**src/rtl/convTrigPkg.sv**
```systemverilog
package convTrigPkg;
  typedef struct packed {
    logic fire;   // request accepted this edge
    logic drop;   // request discarded, too close to previous start
  } ctlStrobes_t;
endpackage

```
**src/rtl/convTrigDatapath.sv**
```systemverilog
module convTrigDatapath
  import convTrigPkg::*;
#(
  parameter int NUM_LINES    = 8,
  parameter int PULSE_CYCLES = 2,
  localparam int SEL_W = (NUM_LINES > 1) ? $clog2(NUM_LINES) : 1,
  localparam int PCW   = $clog2(PULSE_CYCLES + 1)
)(
  input  logic                 clk,
  input  logic                 rstN,
  input  logic [NUM_LINES-1:0] trigLines,
  input  logic [SEL_W-1:0]     srcSel,
  input  logic                 risePol,
  input  logic                 outEnable,
  input  ctlStrobes_t          strobes,
  output logic                 extEdge,
  output logic                 adcStart,
  output logic                 convPinN,
  output logic                 convPinOe
);
  logic [NUM_LINES-1:0] syncA, syncB, lastB;
  logic [PCW-1:0]       pulseCnt;
  logic                 selNow, selLast;

  // per-line two-stage synchronizer plus edge history
  for (genvar i = 0; i < NUM_LINES; i++) begin : g_sync
    always_ff @(posedge clk or negedge rstN) begin
      if (!rstN) begin
        syncA[i] <= 1'b0;
        syncB[i] <= 1'b0;
        lastB[i] <= 1'b0;
      end else begin
        syncA[i] <= trigLines[i];
        syncB[i] <= syncA[i];
        lastB[i] <= syncB[i];
      end
    end
  end

  always_comb begin
    selNow  = syncB[srcSel];
    selLast = lastB[srcSel];
    extEdge = risePol ? (selNow & ~selLast) : (~selNow & selLast);
  end

  always_ff @(posedge clk or negedge rstN) begin
    if (!rstN) begin
      adcStart  <= 1'b0;
      pulseCnt  <= '0;
      convPinOe <= 1'b0;
    end else begin
      adcStart  <= strobes.fire;
      convPinOe <= outEnable;
      if (strobes.fire)
        pulseCnt <= PCW'(PULSE_CYCLES);
      else if (pulseCnt != '0)
        pulseCnt <= pulseCnt - 1'b1;
    end
  end

  assign convPinN = (pulseCnt == '0);
endmodule

```
**src/rtl/convTrigControl.sv**
```systemverilog
module convTrigControl
  import convTrigPkg::*;
#(
  parameter int MIN_GAP = 100,
  localparam int GW = $clog2(MIN_GAP)
)(
  input  logic        clk,
  input  logic        rstN,
  input  logic        extEdge,
  input  logic        convReq,
  input  logic        clrOverrun,
  output ctlStrobes_t strobes,
  output logic        overrun
);
  logic [GW-1:0] gapCnt;
  logic          wantStart, ready;

  always_comb begin
    wantStart     = extEdge | convReq;
    ready         = (gapCnt == '0);
    strobes.fire  = wantStart & ready;
    strobes.drop  = wantStart & ~ready;
  end

  always_ff @(posedge clk or negedge rstN) begin
    if (!rstN) begin
      gapCnt  <= '0;
      overrun <= 1'b0;
    end else begin
      if (strobes.fire)
        gapCnt <= GW'(MIN_GAP - 1);
      else if (!ready)
        gapCnt <= gapCnt - 1'b1;
      // a discard on the same edge as a clear keeps the flag set
      if (strobes.drop)
        overrun <= 1'b1;
      else if (clrOverrun)
        overrun <= 1'b0;
    end
  end
endmodule

```
**src/rtl/convTrigSel.sv**
```systemverilog
module convTrigSel
  import convTrigPkg::*;
#(
  parameter int NUM_LINES    = 8,
  parameter int PULSE_CYCLES = 2,
  parameter int MIN_GAP      = 100,
  localparam int SEL_W = (NUM_LINES > 1) ? $clog2(NUM_LINES) : 1
)(
  input  logic                 clk,
  input  logic                 rstN,
  input  logic [NUM_LINES-1:0] trigLines,
  input  logic [SEL_W-1:0]     srcSel,
  input  logic                 risePol,
  input  logic                 convReq,
  input  logic                 outEnable,
  input  logic                 clrOverrun,
  output logic                 adcStart,
  output logic                 convPinN,
  output logic                 convPinOe,
  output logic                 overrun
);
  ctlStrobes_t strobes;
  logic        extEdge;

  convTrigDatapath #(.NUM_LINES(NUM_LINES), .PULSE_CYCLES(PULSE_CYCLES)) u_dp (
    .clk(clk), .rstN(rstN), .trigLines(trigLines), .srcSel(srcSel),
    .risePol(risePol), .outEnable(outEnable), .strobes(strobes),
    .extEdge(extEdge), .adcStart(adcStart), .convPinN(convPinN),
    .convPinOe(convPinOe)
  );

  convTrigControl #(.MIN_GAP(MIN_GAP)) u_ctl (
    .clk(clk), .rstN(rstN), .extEdge(extEdge), .convReq(convReq),
    .clrOverrun(clrOverrun), .strobes(strobes), .overrun(overrun)
  );
endmodule

```
**config.mk**
```make
export PLATFORM = sky130hd
export DESIGN_NAME = convTrigSel
export DESIGN_NICKNAME = d
export VERILOG_FILES = /design/src/rtl/convTrigPkg.sv /design/src/rtl/convTrigDatapath.sv /design/src/rtl/convTrigControl.sv /design/src/rtl/convTrigSel.sv
export SDC_FILE = /design/constraint.sdc
export NUM_CORES = 1
export LEC_CHECK = 0
export BUFFER_PORTS_ARGS = -buffer_cell sky130_fd_sc_hd__buf_2
export CAP_MARGIN = 20
export CORE_MARGIN = 3
export CORE_UTILIZATION = 57
export CTS_CLUSTER_DIAMETER = 40
export CTS_CLUSTER_SIZE = 28
export DETAILED_ROUTE_END_ITERATION = 10
export PLACE_DENSITY = 0.8
export SLEW_MARGIN = 20
export SYNTH_ARGS = -nofsm -noshare
export SYNTH_HDL_FRONTEND = slang
export SYNTH_SLANG_ARGS = --single-unit
```
**constraint.sdc**
```tcl
create_clock -name clk -period 5.4 [get_ports clk]
set_input_delay 0.81 -clock clk [delete_from_list [all_inputs] [get_ports clk]]
set_output_delay 0.81 -clock clk [all_outputs]
set_load 0.05 [all_outputs]
```
==> flow_summary.ini <==
[status]
status = finished, final reports clean

[yosys]
synth_cell_types = 27
synthCells = 86
yosysWarnings = 0
synth_seq_cells = 36
syn_area_sq_um = 1310
syn_avg_cell_area_sq_um = 15.2
synth_nets = 105
synth-seq-area-share = 0.690

[sta]
grt_setup_unrepaired = false
max_freq_mhz = 459
timing.final.max_slew_violations = 0
hold_viol = 0
setup_tns_ps = 0
fin_crit_sh = 0.404
relSlewSlack = 0.510
setup_viol = 0
worstMarginPinSlew_ps = 735
skew_ps = 5.08
min_period_ps = 2180

[critical_path]
path_class = in -> reg
cpPeakStageDelay_ps = 510
cp_slowest_cell = mux4_2
crit_start = srcSel[0]
r2r-start = u_dp.syncB[5]$_DFF_PN0_
crit_chain = buf_2, mux4_2, mux2_4, or3_4, a32oi_1
start_kind = input port
cp_data_arrival_time_ps = 2410
crit_required_ps = 5630
critPathCaptureType = register
worst_r2r_path_depth = 4
crit_fanout = 5

[routing]
vias_per_cell = 5.69
dr.first_iter.drc_count = 12
drt_wl_total_um = 2100
wl_per_cell_um = 15.0
num_vias = 796
ant_nets = 0
first_pass_iters = 4
drc_errors = 0

[final_layout]
drive_gt1_frac = 0.301
design_area_sq_um = 1500
n_antenna_cell = 0
syn_to_final_growth_pct = 14.8
nets = 131

[grt]
grt_pass1_wl_um = 3480
grt.overflow.total = 0
grt_max_degree = 37
grt_pass1_vias = 803
antenna_found_initial = 0
gr-usage-all-layers = 0.183

[clocking]
hold_buffers = 0
clk_path_buf_depth = 2
root_buffer = clkbuf_4
post-cts-setup-buffers = 0
clk_pin_slew_ps = 90
numClockSinks = 36
cts_buffers = 5
cts_tree = done
htree_num_levels = 2
post_cts_resized = 0
clkLatencyLatePin_ps = 330

[power]
vdd_drop_max_mv = 0.326
fin_total_pwr_uw = 680
leakagePower_uw = 0.000682
powerDensity_nw_per_um2 = 454

[worst_hold_path]
whs_path_depth = 0
hold_path_startpoint = u_dp.syncA[2]$_DFF_PN0_
hold_path_class = reg -> reg

[placed_design]
placed_area_sq_um = 1440
hpwl_um = 1560
place_congestion = 0.760
io_buffers = 20

[floorplan]
fp.dieW_um = 53.9
core_area_sq_um = 2060
die_h_um = 53.9
rows = 16
ios = 21
dieArea_sq_um = 2900
initial_core_util = 0.633

[job]
cap_violations = 0
## Yosys cell counts
cell | n | area share
or3_4 | 1 | 0.0086
a32oi_1 | 1 | 0.0067
nor2_1 | 5 | 0.014
nand3_1 | 1 | 0.0038
inv_1 | 5 | 0.014
mux2_4 | 1 | 0.011
mux2i_1 | 1 | 0.0077
a21oi_1 | 3 | 0.011
xnor2_1 | 2 | 0.013
mux4_2 | 3 | 0.052
nand2b_1 | 3 | 0.014
o31ai_1 | 3 | 0.017
or3_1 | 2 | 0.0096
or4_1 | 1 | 0.0057
mux2_2 | 1 | 0.0086
nor3_1 | 3 | 0.011
nor4_2 | 1 | 0.0096
dfrtp_1 | 36 | 0.69
o31a_1 | 1 | 0.0067
clkbuf_1 | 1 | 0.0029
o21a_1 | 2 | 0.011
mux4_1 | 1 | 0.020
o21ai_0 | 1 | 0.0038
or2_1 | 1 | 0.0048
ha_1 | 2 | 0.019
o32ai_1 | 1 | 0.0067
a31oi_1 | 3 | 0.014
## state kept, by name (all words and copies together) (netlist names)
signal	cells
u_ctl.gapCnt	7
u_ctl.overrun	1
u_dp.adcStart	1
u_dp.convPinOe	1
u_dp.lastB	8
u_dp.pulseCnt	2
u_dp.syncA	8
u_dp.syncB	8
## routing by layer
metal,track usage,routed length [um],share of wire,vias to the layer above
met4,0.140,85,0.041,0
met1,0.216,888,0.42,391
met3,0.0776,141,0.067,9
met5,0,0,0,-
met2,0.264,980,0.47,31
li1,-,-,-,365
## final cells by class
type	count	area, sq um
Fill cell	138	563
Multi-Input combinational cell	44	383
Inverter	5	18.8
Clock buffer	7	55.1
Clock inverter	1	7.51
Timing Repair Buffer	20	100
Sequential cell	36	901
Tap cell	27	33.8
## worst paths after layout
check,end,slack [ps]
setup / recovery,u_ctl.gapCnt[1]$_DFFE_PN0P_,3220
hold / removal,u_dp.syncB[2]$_DFF_PN0_,360
setup reg to reg,u_ctl.gapCnt[1]$_DFFE_PN0P_,3520
hold reg to reg,u_dp.syncB[2]$_DFF_PN0_,360
max in group asynchronous,u_ctl.gapCnt[2]$_DFFE_PN0P_,4400
min in group asynchronous,u_dp.syncB[0]$_DFF_PN0_,530
## per-stage QoR
step	hold WS (ps)	worst slack, ps	utilization	std cells
floorplan	331	3210	-	86
global placement	332	2970	0.697	132
detailed placement	335	2870	0.697	132
CTS	358	3220	0.727	140
global route	367	2980	0.727	140
finish	355	3220	0.727	140
## report_power, final
group	internal [uW]	leakage [uW]	total, uW	switching [uW]
Sequential	316	0.000424	346	30.7
Clock	63.7	0.0000315	144	80.3
Combinational	82.4	0.000227	190	108
## placed cells by master (no fill, tap or decap)
master and n:
dfrtp_1 36, buf_2 20, inv_1 5, nor2_1 5
clkbuf_4 5, mux4_2 3, a31oi_1 3, nand2b_1 3
a21oi_1 3, o31ai_1 3, nor3_1 3, o21a_1 2
xnor2_1 2, or3_1 2, ha_1 2, mux2_4 1
mux4_1 1, mux2i_1 1, or3_4 1, or2_1 1
or4_1 1, nor4_2 1, o31a_1 1, mux2_2 1
o21ai_0 1, o32ai_1 1, nand3_1 1, a32oi_1 1
clkbuf_1 1, clkbuf_8 1, clkinvlp_4 1
## worst max-delay path: cells and delay by family
kind	cells	cell delay, ps
muxes	2	820
and+or+nand+nor	1	400
AOI/OAI and AO/OA	1	230
buffers and inverters	1	150
## cells by family (layout without fill, tap and decap cells)
logic type / Yosys count / in the layout / share of synthesized area
XOR/XNOR: 2 / 2 / 0.0134
adder cells (fa/ha/maj): 2 / 2 / 0.0192
AND/OR/NAND/NOR: 18 / 18 / 0.0824
flip-flops: 36 / 36 / 0.690
buffers and inverters: 6 / 33 / 0.0172
AO/OA/AOI/OAI: 15 / 15 / 0.0785
multiplexers: 7 / 7 / 0.0996
Note: power is estimated with default switching activity, not from simulation.
